===== config.mk =====
export PLATFORM = sky130hd
export DESIGN_NAME = tworail_sel_ring
export DESIGN_NICKNAME = d
export VERILOG_FILES = /design/src/rtl/tworail_pkg.sv /design/src/rtl/tworail_sel_ring.sv
export SDC_FILE = /design/constraint.sdc
export NUM_CORES = 1
export LEC_CHECK = 0
export BUFFER_PORTS_ARGS = -buffer_cell sky130_fd_sc_hd__buf_2
export CAP_MARGIN = 25
export CORE_AREA = 4 4 41 43
export CTS_CLUSTER_SIZE = 24
export DETAILED_ROUTE_END_ITERATION = 6
export DIE_AREA = 0 0 45 47
export PLACE_DENSITY = 0.3
export SLEW_MARGIN = 20
export SYNTH_ARGS = -nofsm -noshare
export SYNTH_HDL_FRONTEND = slang
export SYNTH_SLANG_ARGS = --single-unit

===== constraint.sdc =====
create_clock -name clk_i -period 2.4 [get_ports clk_i]
set_input_delay 0.24 -clock clk_i [delete_from_list [all_inputs] [get_ports clk_i]]
set_output_delay 0.24 -clock clk_i [all_outputs]
set_load 0.01 [all_outputs]

===== src/rtl/tworail_pkg.sv =====
package tworail_pkg;
  typedef enum logic {
    PH_LOW  = 1'b0,
    PH_HIGH = 1'b1
  } phase_e;
endpackage


===== src/rtl/tworail_sel_ring.sv =====
module tworail_sel_ring
  import tworail_pkg::*;
#(
  parameter int unsigned HALF = 4
) (
  input  logic            clk_i,
  input  logic            rst_ni,
  output phase_e          phase_o,
  output logic [HALF-1:0] ptr_o
);
  localparam logic [HALF-1:0] PTR_RST = HALF'(1);

  phase_e          phase_q;
  logic [HALF-1:0] ptr_q;

  always_ff @(posedge clk_i or negedge rst_ni) begin
    if (!rst_ni) begin
      phase_q <= PH_HIGH;
      ptr_q   <= PTR_RST;
    end else begin
      phase_q <= (phase_q == PH_HIGH) ? PH_LOW : PH_HIGH;
      // advance after the low phase closes a full period
      if (phase_q == PH_LOW) ptr_q <= {ptr_q[HALF-2:0], ptr_q[HALF-1]};
    end
  end

  assign phase_o = phase_q;
  assign ptr_o   = ptr_q;


  phase_toggle_chk: assert property (@(posedge clk_i) disable iff (!rst_ni)
    1'b1 |=> (phase_q != $past(phase_q)));

  ptr_onehot_chk: assert property (@(posedge clk_i) disable iff (!rst_ni)
    $countones(ptr_q) == 1);

  ptr_hold_chk: assert property (@(posedge clk_i) disable iff (!rst_ni)
    (phase_q == PH_HIGH) |=> $stable(ptr_q));
endmodule


# Word level (Yosys, flattened, before mapping)
# Cells that the tools add are included.
[word_totals] out_inout_bits=5 regBits=5 in_bits=2
[classes] mux=1
[ops] cell="$mux 1" count=1

# Logic depth before layout (Yosys ltp)
# Gate-level depths: netlist of run 1.
[depth] ltp_word=1 ltp_mapped=1

# Least setup slack after synthesis of run 1
# OpenSTA, ideal clock, no wires.
[synth_path] path_type="reg-to-reg" start="register phase_q (netlist: phase_o)" end="register ptr_q[1] (netlist: ptr_o[1])" required_time_ns=2.275 arrival_ns=0.913 synth_period_minus_slack_ns=1.038 path_stages_with_launch=2 setup_ns=0.125 path_slack_ns=1.362 cell_sequence="dfstp_2 mux2_2"
[synth_lines] element="start: declaration" line="tworail_sel_ring.sv:13" text="phase_e phase_q;"
[synth_lines] element="start signal: assignment" line="tworail_sel_ring.sv:21" text="phase_q <= (phase_q == PH_HIGH) ? PH_LOW : PH_HIGH;"
[synth_lines] element="end signal: assignment" line="tworail_sel_ring.sv:23" text="if (phase_q == PH_LOW) ptr_q <= {ptr_q[HALF-2:0], ptr_q[HALF-1]};"
[synth_lines] element="end: declaration" line="tworail_sel_ring.sv:14" text="logic [HALF-1:0] ptr_q;"
# No word-level cell between the ends.

# Final worst setup path of run 1
[layout_path] start="register phase_q (netlist: phase_o)" end="output phase_o"
[layout_lines] element="end: declaration" line="tworail_sel_ring.sv:8" text="output phase_e phase_o,"
# No word-level cell between the ends.

==> results of run 1 <==
[kinds of logic after synthesis]
logic type	count (synthesis)
DFF	5
muxes	4
buffers and inverters	1
[worst min-delay path by stage]
stage                       from       end  slack [ns]  depth (start not counted)
final                     rst_ni  ptr_o[3]        0.35                          2
after global routing      rst_ni  ptr_o[1]        0.36                          2
after CTS                 rst_ni  ptr_o[1]        0.34                          2
after detailed placement  rst_ni  ptr_o[1]        0.06                          1
after global placement    rst_ni  ptr_o[1]        0.06                          1
after floorplan           rst_ni  ptr_o[1]       -0.06                          0
[synth_stat cells]
cell type | n | share of area [%]
dfstp_2 | 2 | 30
mux2_2 | 4 | 26
dfrtp_1 | 3 | 43
inv_1 | 1 | 2.1
[where the power goes]
part / total (uW) / leakage (uW) / internal (uW) / switching (uW)
registers: 84.8 / 0.0000623 / 84.8 / 0
clock network: 97.2 / 0.0000150 / 62.8 / 34.3
logic: 3.38 / 0.0000670 / 1.66 / 1.72
total: 185 / 0.000144 / 149 / 36.0
[what timing repair did]
item	4_1_cts	5_1_grt
resized for setup	0	0
hold endpoints to repair	5	0
hold buffers	1	0
[metal layers]
metal / routed length (microns) / part of all wire [%] / global-route usage (%)
met1: 155 / 48 / 4.37
met3: 47 / 14 / 6.13
met4: 0 / 0 / 3.51
met5: 0 / 0 / 0
met2: 123 / 38 / 4.24
[layout make-up]
type	count	area share [%]
Tap cell	15	7.18
Timing Repair Buffer	7	15.3
Inverter	1	1.44
Sequential cell	5	48.8
Clock buffer	4	10.0
Multi-Input combinational cell	4	17.2
[flip-flops by register name (all words and copies together), names as in the netlist]
name	cells
phase_o	1
ptr_o	4
[stage by stage]
stage               power (uW)  hold WS, ns  area [sq um]  worst slack (ns)  instances
detailed placement        88.2       0.0605           225              1.36         31
global placement          88.2       0.0622           225              1.37         31
finish                     185        0.347           262              1.19         36
global route               199        0.356           262              1.15         36
floorplan                 85.9      -0.0556           176              1.36         10
CTS                        192        0.337           262              1.18         36
==> reports/metrics.csv, run 1 <==
metric;value;unit
run status;finished clean;
post-synthesis cell type count;4;
Initial Util;13.6;%
syn nets;12;
Iter 0 DRT Violations;0;
CP Capture Type;primary output;
sequential element share of the synthesized area;72.3;%
initial antenna violation count;0;
crit-path cells;buf_2;
simple-gate share of the synthesized area;0;%
# nets final;24;
Crit Reg-Reg Endpoint;ptr_o[1];
Pwr Density;709;nW/um^2
post-synthesis compound-gate area fraction;0;%
Post-Route WL;326;microns
Multi-input gate area;45.0;sq um
vias in the first global route;128;
proportion of layout cells with a drive suffix above 1;71.4;%
Setup crit end;phase_o;
diode count;0;
core area;1300;sq um
Setup-failing EPs final;0;
io pins;7;
Period minus WS final;1.21;ns
Crit Path Category;register to primary output;
largest family of logic cells by synthesized area;multiplexers;
Worst Setup SP;phase_o;
Crit path max-delay family;flip-flops;
Post-route DRC;0;
Final Core Density;20.1;%
most common cell after layout, fill and taps aside;buf_2;
first-pass GRT wire length;552;microns
insertion delay to the later sink of the worst-skew pair;0.24;ns
CTS H-tree lvls;1;
Post CTS Setup Buffer Count;0;
Vias/cell;3.39;
most frequent cells in the layout;buf_2 (6), mux2_2 (4), clkbuf_4 (3), dfrtp_1 (3), dfstp_2 (2);
CP bufs+invs;1;
Worst-Margin Slew;0.119;ns
area grow syn2layout;48.2;%
Hold Fails Final Rpt;0;
f_max;827;MHz
gp weighted congestion;0.655;
largest net degree at the start of global routing;7;
crit path max fanout;6;
flop-to-flop setup slack;1.36;ns
Worst path max stage delay;0.58;ns
Fin Clk Skew;0.00109;ns
WP depth;1;
Max clock buf depth;2;
CTS Buf Count;3;
chip width;45;microns
average wire per standard cell;9.06;microns
xor-xnor portion of the synthesized cell area;0;%
worst hold path class;primary input to async pin;
DP Wirelength;247;microns
total of max-cap violations;0;
P_leak;0.000144;uW
root buf cell;clkbuf_4;
FF-to-FF Start;phase_o;
Post-Syn Area per Cell;17.6;sq um
CTS tree;yes;
Mapped Cells;10;
Synth Register Bits;5;
Synth Cell Area;176;sq um
Ys Warns;0;
worst vdd ir;0.000234;V
IO buf count;6;
Via Count;122;
cell depth of the worst flop-to-flop path;1;
Critical Path AT;0.97;ns
drt pass-1 iters;1;
Synth Area in Adders;0;%
Final Max Slew Viols;0;
Final ANT Viol Nets;0;
gr ovfl total;0;
Die Y;47;microns
fill count;146;
Cell Rows;13;
CTS Sinks;5;
CP Launch Type;register;
gr usage total;4.44;%
Clock transition at path regs;0.04;ns
Reg area;128;sq um
slowest CP cell;dfstp_2;
die area;2120;sq um
final worst-path cycle share;50.4;%
Slew HR;92.1;%
Critical Path RT;2.16;ns
setup TNS;0;ns
fraction of synthesized area in multiplexers;25.5;%
RSZ-0062 raised after global routing;false;
No activity file was read; power rests on OpenSTA's default activity.
==> run 2, diff against run 1 <==
Settings changed: ABC_AREA from default to 1.
Clock period 2.4 ns to 1.1 ns, I/O delays scaled along.
==> reports/metrics.csv, run 2 <==
metric;value;unit;change
run status;finished clean;;
# nets final;34;;+42%
Period minus WS final;1.04;ns;
Crit path max-delay family;flip-flops;;
Crit Path Category;register to primary output;;
drt pass-1 iters;1;;unchanged
Synth Register Bits;5;;unchanged
share of power burned in registers;45.9;%;+0.2 points
gr usage total;4.85;%;+0.40 points
Comb pwr share;1.9;%;about the same
root buf cell;clkbuf_4;;
CTS Buf Count;3;;unchanged
CP bufs+invs;1;;unchanged
ranking of synthesized cells by area;dfrtp_1 (43%), dfstp_2 (30%), nand2_1 (26%), inv_2 (2.1%);;
CTS tree;yes;;
DP Wirelength;279;microns;+13%
post-synthesis cell type count;4;;unchanged
area grow syn2layout;56.7;%;
crit-path cells;buf_2;;
slowest CP cell;dfstp_2;;
Via Count;159;;+30%
Critical Path RT;0.99;ns;-1.17 ns
Hold Fails Final Rpt;0;;unchanged
IO buf count;6;;unchanged
most frequent cells in the layout;nand2_1 (12), buf_2 (6), clkbuf_4 (3), dfrtp_1 (3);;
proportion of layout cells with a drive suffix above 1;45.2;%;-26 points
gr ovfl total;0;;unchanged
Initial Util;13.6;%;unchanged
CTS Sinks;5;;unchanged
GR Layer Usage met3;5.75;%;-0.38 points
gp weighted congestion;0.663;;+1.3%
worst vdd ir;0.000732;V;+210%
most common cell in the synthesized netlist;nand2_1;;
Max clock buf depth;2;;unchanged
top_reg_cell synth;dfrtp_1;;
Worst-Margin Slew;0.122;ns;+0.00310 ns
CTS H-tree lvls;1;;unchanged
number of enable flip-flop cells after synthesis;0;;unchanged
Slew HR;91.9;%;-0.21 points
Post-synth top cells;nand2_1 (12), dfrtp_1 (3), dfstp_2 (2);;
Worst path max stage delay;0.55;ns;-0.03 ns
post-CTS sizing;0;;unchanged
die area;2120;sq um;unchanged
Vias/cell;3.46;;+2.0%
crit path max fanout;4;;-2
syn nets;20;;+8
Clock transition at path regs;0.04;ns;about the same
max FFs per register;4;;unchanged
Mapped Cells;18;;+8
initial antenna violation count;0;;unchanged
met2 Track Usage GR;4.52;%;+0.28 points
vias in the first global route;131;;+2.3%
worst hold slack;0.209;ns;-0.138 ns
io pins;7;;unchanged
Internal Power;326;uW;+120%
sw power;77.2;uW;+110%
CP Launch Type;register;;
Post-Route WL;410;microns;+26%
Fin Clk Skew;0.00418;ns;+0.00309 ns
Critical Path AT;0.93;ns;-0.04 ns
first-pass GRT wire length;607;microns;+10%
Post-route DRC;0;;unchanged
Die Y;47;microns;unchanged
average wire per standard cell;8.91;microns;-1.6%
Iter 0 DRT Violations;0;;unchanged
most common cell after layout, fill and taps aside;nand2_1;;
Cell Rows;13;;unchanged
switch share;19.2;%;-0.28 points
sequential element share of the synthesized area;72.3;%;unchanged
largest net degree at the start of global routing;7;;unchanged
grt met1 use;5.54;%;+1.2 points
RSZ-0062 raised after global routing;false;;
Pwr Density;1460;nW/um^2;+110%
Worst Setup SP;phase_o;;
CP Capture Type;primary output;;
core area;1300;sq um;unchanged
final worst-path cycle share;94.5;%;
share of synthesized flip-flops with an asynchronous set or reset;100;%;unchanged
Synth top area share;42.6;%;unchanged
total of max-cap violations;0;;unchanged
f_max;962;MHz;
Synth Cell Area;176;sq um;unchanged
Clk pwr share;52.2;%;-0.2 points
fill count;163;;+12%
setup TNS;0;ns;unchanged
Final Max Slew Viols;0;;unchanged
Ys Warns;0;;unchanged
P_leak;0.000159;uW;+10%
Post-Syn Area per Cell;9.80;sq um;-44%
post-synth top area cell;dfrtp_1;;
Setup-failing EPs final;0;;unchanged
worst hold path class;primary input to async pin;;
Most Used Layer, Global Route;met3;;
FF-to-FF Start;phase_o;;
insertion delay to the later sink of the worst-skew pair;0.24;ns;about the same
chip width;45;microns;unchanged
diode count;0;;unchanged
Final ANT Viol Nets;0;;unchanged
==> run 2: changes by cell type in the layout (fill, tap and decap cells not counted) <==
cell     before  now
nand2_1       0   12
mux2_2        4    0
buf_4         0    2
inv_1         1    0
inv_2         0    1
==> run 2: cells by family (layout without fill, tap and decap cells) <==
group	count (synthesis)	after routing	share of synthesized area, %
buffers and inverters	1	14	2.13
DFF	5	5	72.3
and+or+nand+nor	12	12	25.5
==> run 2: layout make-up <==
type | instances | area (sq um) | area share [%]
Sequential cell | 5 | 128 | 46.2
Timing Repair Buffer | 9 | 55.1 | 19.9
Multi-Input combinational cell | 12 | 45.0 | 16.3
Clock buffer | 4 | 26.3 | 9.50
Tap cell | 15 | 18.8 | 6.79
Inverter | 1 | 3.75 | 1.36
==> run 2: final timing paths <==
check                      cells past startpoint  endpoint  slack [ns]
max                                            1   phase_o        0.06
min                                            2  ptr_o[3]        0.21
max reg2reg                                    4  ptr_o[1]        0.17
min reg2reg                                    2  ptr_o[0]        0.48
max in group asynchronous                      2  ptr_o[0]        0.68
min in group clk_i                             2  ptr_o[0]        0.48
==> run 2: worst register-to-register path, cell delays in order, from the launching register on <==
cell	delay [ns]
dfstp_2	0.55
buf_4	0.12
inv_2	0.05
nand2_1	0.05
nand2_1	0.05
==> run 2: what timing repair did <==
item,4_1_cts,5_1_grt
hold endpoints to repair,5,0
endpoints found under the setup margin,0,1
setup buffers,0,2
hold buffers,1,0
==> run 2: metrics by stage <==
step | utilization (%) | std cells | setup slack [ns] | total power [uW] | area [sq um]
after floorplan | - | 18 | 0.258 | 187 | 176
after global placement | 17.3 | 39 | 0.240 | 193 | 225
after detailed placement | 17.3 | 39 | 0.230 | 193 | 225
after CTS | 20.1 | 44 | 0.000516 | 414 | 262
after global routing | 21.3 | 46 | 0.0214 | 429 | 277
final | 21.3 | 46 | 0.0600 | 403 | 277
==> run 2: per-layer routing <==
metal / wire, microns / share of wire, % / vias up
li1: - / - / 79
met4: 0 / 0 / 0
met5: 0 / 0 / -
met3: 74 / 18 / 0
met1: 184 / 45 / 71
met2: 152 / 37 / 9
==> run 2: power by group through the flow <==
| stage | registers (uW) | logic [uW] | clock network, uW |
|---|---|---|---|
| floorplan | 187 | 0.0000407 | 0 |
| global placement | 187 | 5.16 | 0 |
| detailed placement | 187 | 5.23 | 0 |
| CTS | 185 | 7.89 | 221 |
| global route | 185 | 8.66 | 235 |
| finish | 185 | 7.48 | 210 |
==> run 3, diff against run 2 <==
==> constraint.sdc (replaced) <==
create_clock -name clk_i -period 1.1 [get_ports clk_i]
set_input_delay 0.22 -clock clk_i [delete_from_list [all_inputs] [get_ports clk_i]]
set_output_delay 0.22 -clock clk_i [all_outputs]
set_load 0.01 [all_outputs]
==> reports/metrics.csv, run 3 (same netlist as run 2, synthesis figures left out) <==
metric;value;unit;change
run status;finished clean;;
worst hold path class;primary input to async pin;;
IO buf count;6;;unchanged
Cell Rows;13;;unchanged
proportion of layout cells with a drive suffix above 1;45.2;%;unchanged
Post-route DRC;0;;unchanged
Slew HR;92.2;%;+0.34 points
Clock transition at path regs;0.05;ns;about the same
P_leak;0.000165;uW;+3.5%
Pwr Density;1400;nW/um^2;-3.6%
CTS tree;yes;;
io pins;7;;unchanged
diode count;0;;unchanged
drt pass-1 iters;2;;+1
final worst-path cycle share;98.8;%;+4.3 points
post-route cell area;289;sq um;+4.5%
f_max;920;MHz;-4.3%
most common cell after layout, fill and taps aside;nand2_1;;
Vias/cell;3.39;;-1.9%
initial antenna violation count;0;;unchanged
Die Y;47;microns;unchanged
Crit path max-delay family;flip-flops;;
CP bufs+invs;1;;unchanged
crit path max fanout;2;;-2
worst vdd ir;0.000269;V;-63%
# nets final;34;;unchanged
first-pass GRT wire length;669;microns;+10%
Iter 0 DRT Violations;1;;+1
most frequent cells in the layout;nand2_1 (12), buf_2 (4), clkbuf_4 (3), dfrtp_1 (3);;
CTS Sinks;5;;unchanged
largest net degree at the start of global routing;6;;-1
RSZ-0062 raised after global routing;true;;
Critical Path RT;0.88;ns;-0.11 ns
Max clock buf depth;2;;unchanged
slowest CP cell;dfstp_2;;
DP Wirelength;274;microns;-1.8%
Period minus WS final;1.09;ns;+0.0471 ns
Final ANT Viol Nets;0;;unchanged
gr ovfl total;0;;unchanged
gr usage total;5.31;%;+0.46 points
dpl cell area;225;sq um;unchanged
Via Count;156;;-1.9%
die area;2120;sq um;unchanged
area grow syn2layout;63.8;%;
core area;1300;sq um;unchanged
root buf cell;clkbuf_4;;
Hold Fails Final Rpt;0;;unchanged
Post-Route WL;411;microns;+0.24%
gp weighted congestion;0.657;;-0.95%
insertion delay to the later sink of the worst-skew pair;0.24;ns;about the same
Worst path max stage delay;0.53;ns;-0.02 ns
Tot Pwr;406;uW;+0.73%
chip width;45;microns;unchanged
average wire per standard cell;8.93;microns;+0.24%
crit-path cells;buf_6;;
Critical Path AT;0.87;ns;-0.06 ns
total of max-cap violations;0;;unchanged
CTS Buf Count;3;;unchanged
Fin Clk Skew;0.00218;ns;-0.00199 ns
worst hold slack;0.320;ns;+0.111 ns
Worst-Margin Slew;0.117;ns;-0.00509 ns
Setup-failing EPs final;0;;unchanged
CP Launch Type;register;;
Crit Path Category;register to primary output;;
Final Max Slew Viols;0;;unchanged
vias in the first global route;162;;+24%
CP Capture Type;primary output;;
Initial Util;13.6;%;unchanged
max FFs per register;4;;unchanged
CTS H-tree lvls;1;;unchanged
[run 3: cell counts in the layout (fill, tap and decap cells not counted)]
No cell type changed its count.
[run 3: layout make-up]
cell class,count,area [sq um]
clock buffers,4,26.3
fillers,154,1010
inverters,1,3.75
multi-input cells,12,45.0
flip-flops and latches,5,128
well taps,15,18.8
repair buffers,9,67.6
[run 3: per-layer routing]
| layer | wire length, microns | global-route usage [%] | part of all wire, % |
|---|---|---|---|
| met3 | 48 | 3.45 | 12 |
| met5 | 0 | 0 | 0 |
| met1 | 206 | 5.50 | 50 |
| met4 | 0 | 8.77 | 0 |
| met2 | 156 | 5.37 | 38 |
[run 3: final timing paths]
| kind | slack [ns] | start | to | depth (start not counted) |
|---|---|---|---|---|
| worst min-delay path | 0.32 | rst_ni | ptr_o[3] | 2 |
| max in group asynchronous | 0.57 | rst_ni | ptr_o[0] | 2 |
| worst max register to register | 0.17 | phase_o | ptr_o[1] | 4 |
| worst max-delay path | 0.01 | phase_o | phase_o | 1 |
| min in group clk_i | 0.50 | ptr_o[3] | ptr_o[3] | 2 |
| worst min register to register | 0.50 | ptr_o[3] | ptr_o[3] | 2 |
[run 3: report_power, final]
group | leakage [uW] | total [uW] | internal [uW] | switching, uW
Clock | 0.0000150 | 214 | 137 | 76.4
Combinational | 0.0000873 | 7.34 | 3.60 | 3.74
Sequential | 0.0000623 | 185 | 185 | 0
[run 3: metrics by stage]
stage	setup TNS (ns)	worst slack, ns	instances	util, %
4_1_cts	-0.000778	-0.000778	46	22.2
3_5_place_dp	0	0.175	39	17.3
5_1_grt	-0.0456	-0.0240	46	22.2
6_report	0	0.0129	46	22.2
2_1_floorplan	0	0.258	18	-
3_3_place_gp	0	0.185	39	17.3
[run 3: what timing repair did]
item	4_1_cts	5_1_grt
endpoints found under the setup margin	2	2
gates resized for setup	2	0
endpoints found under the hold margin	5	0
hold buffers	1	0
buffers inserted	2	0
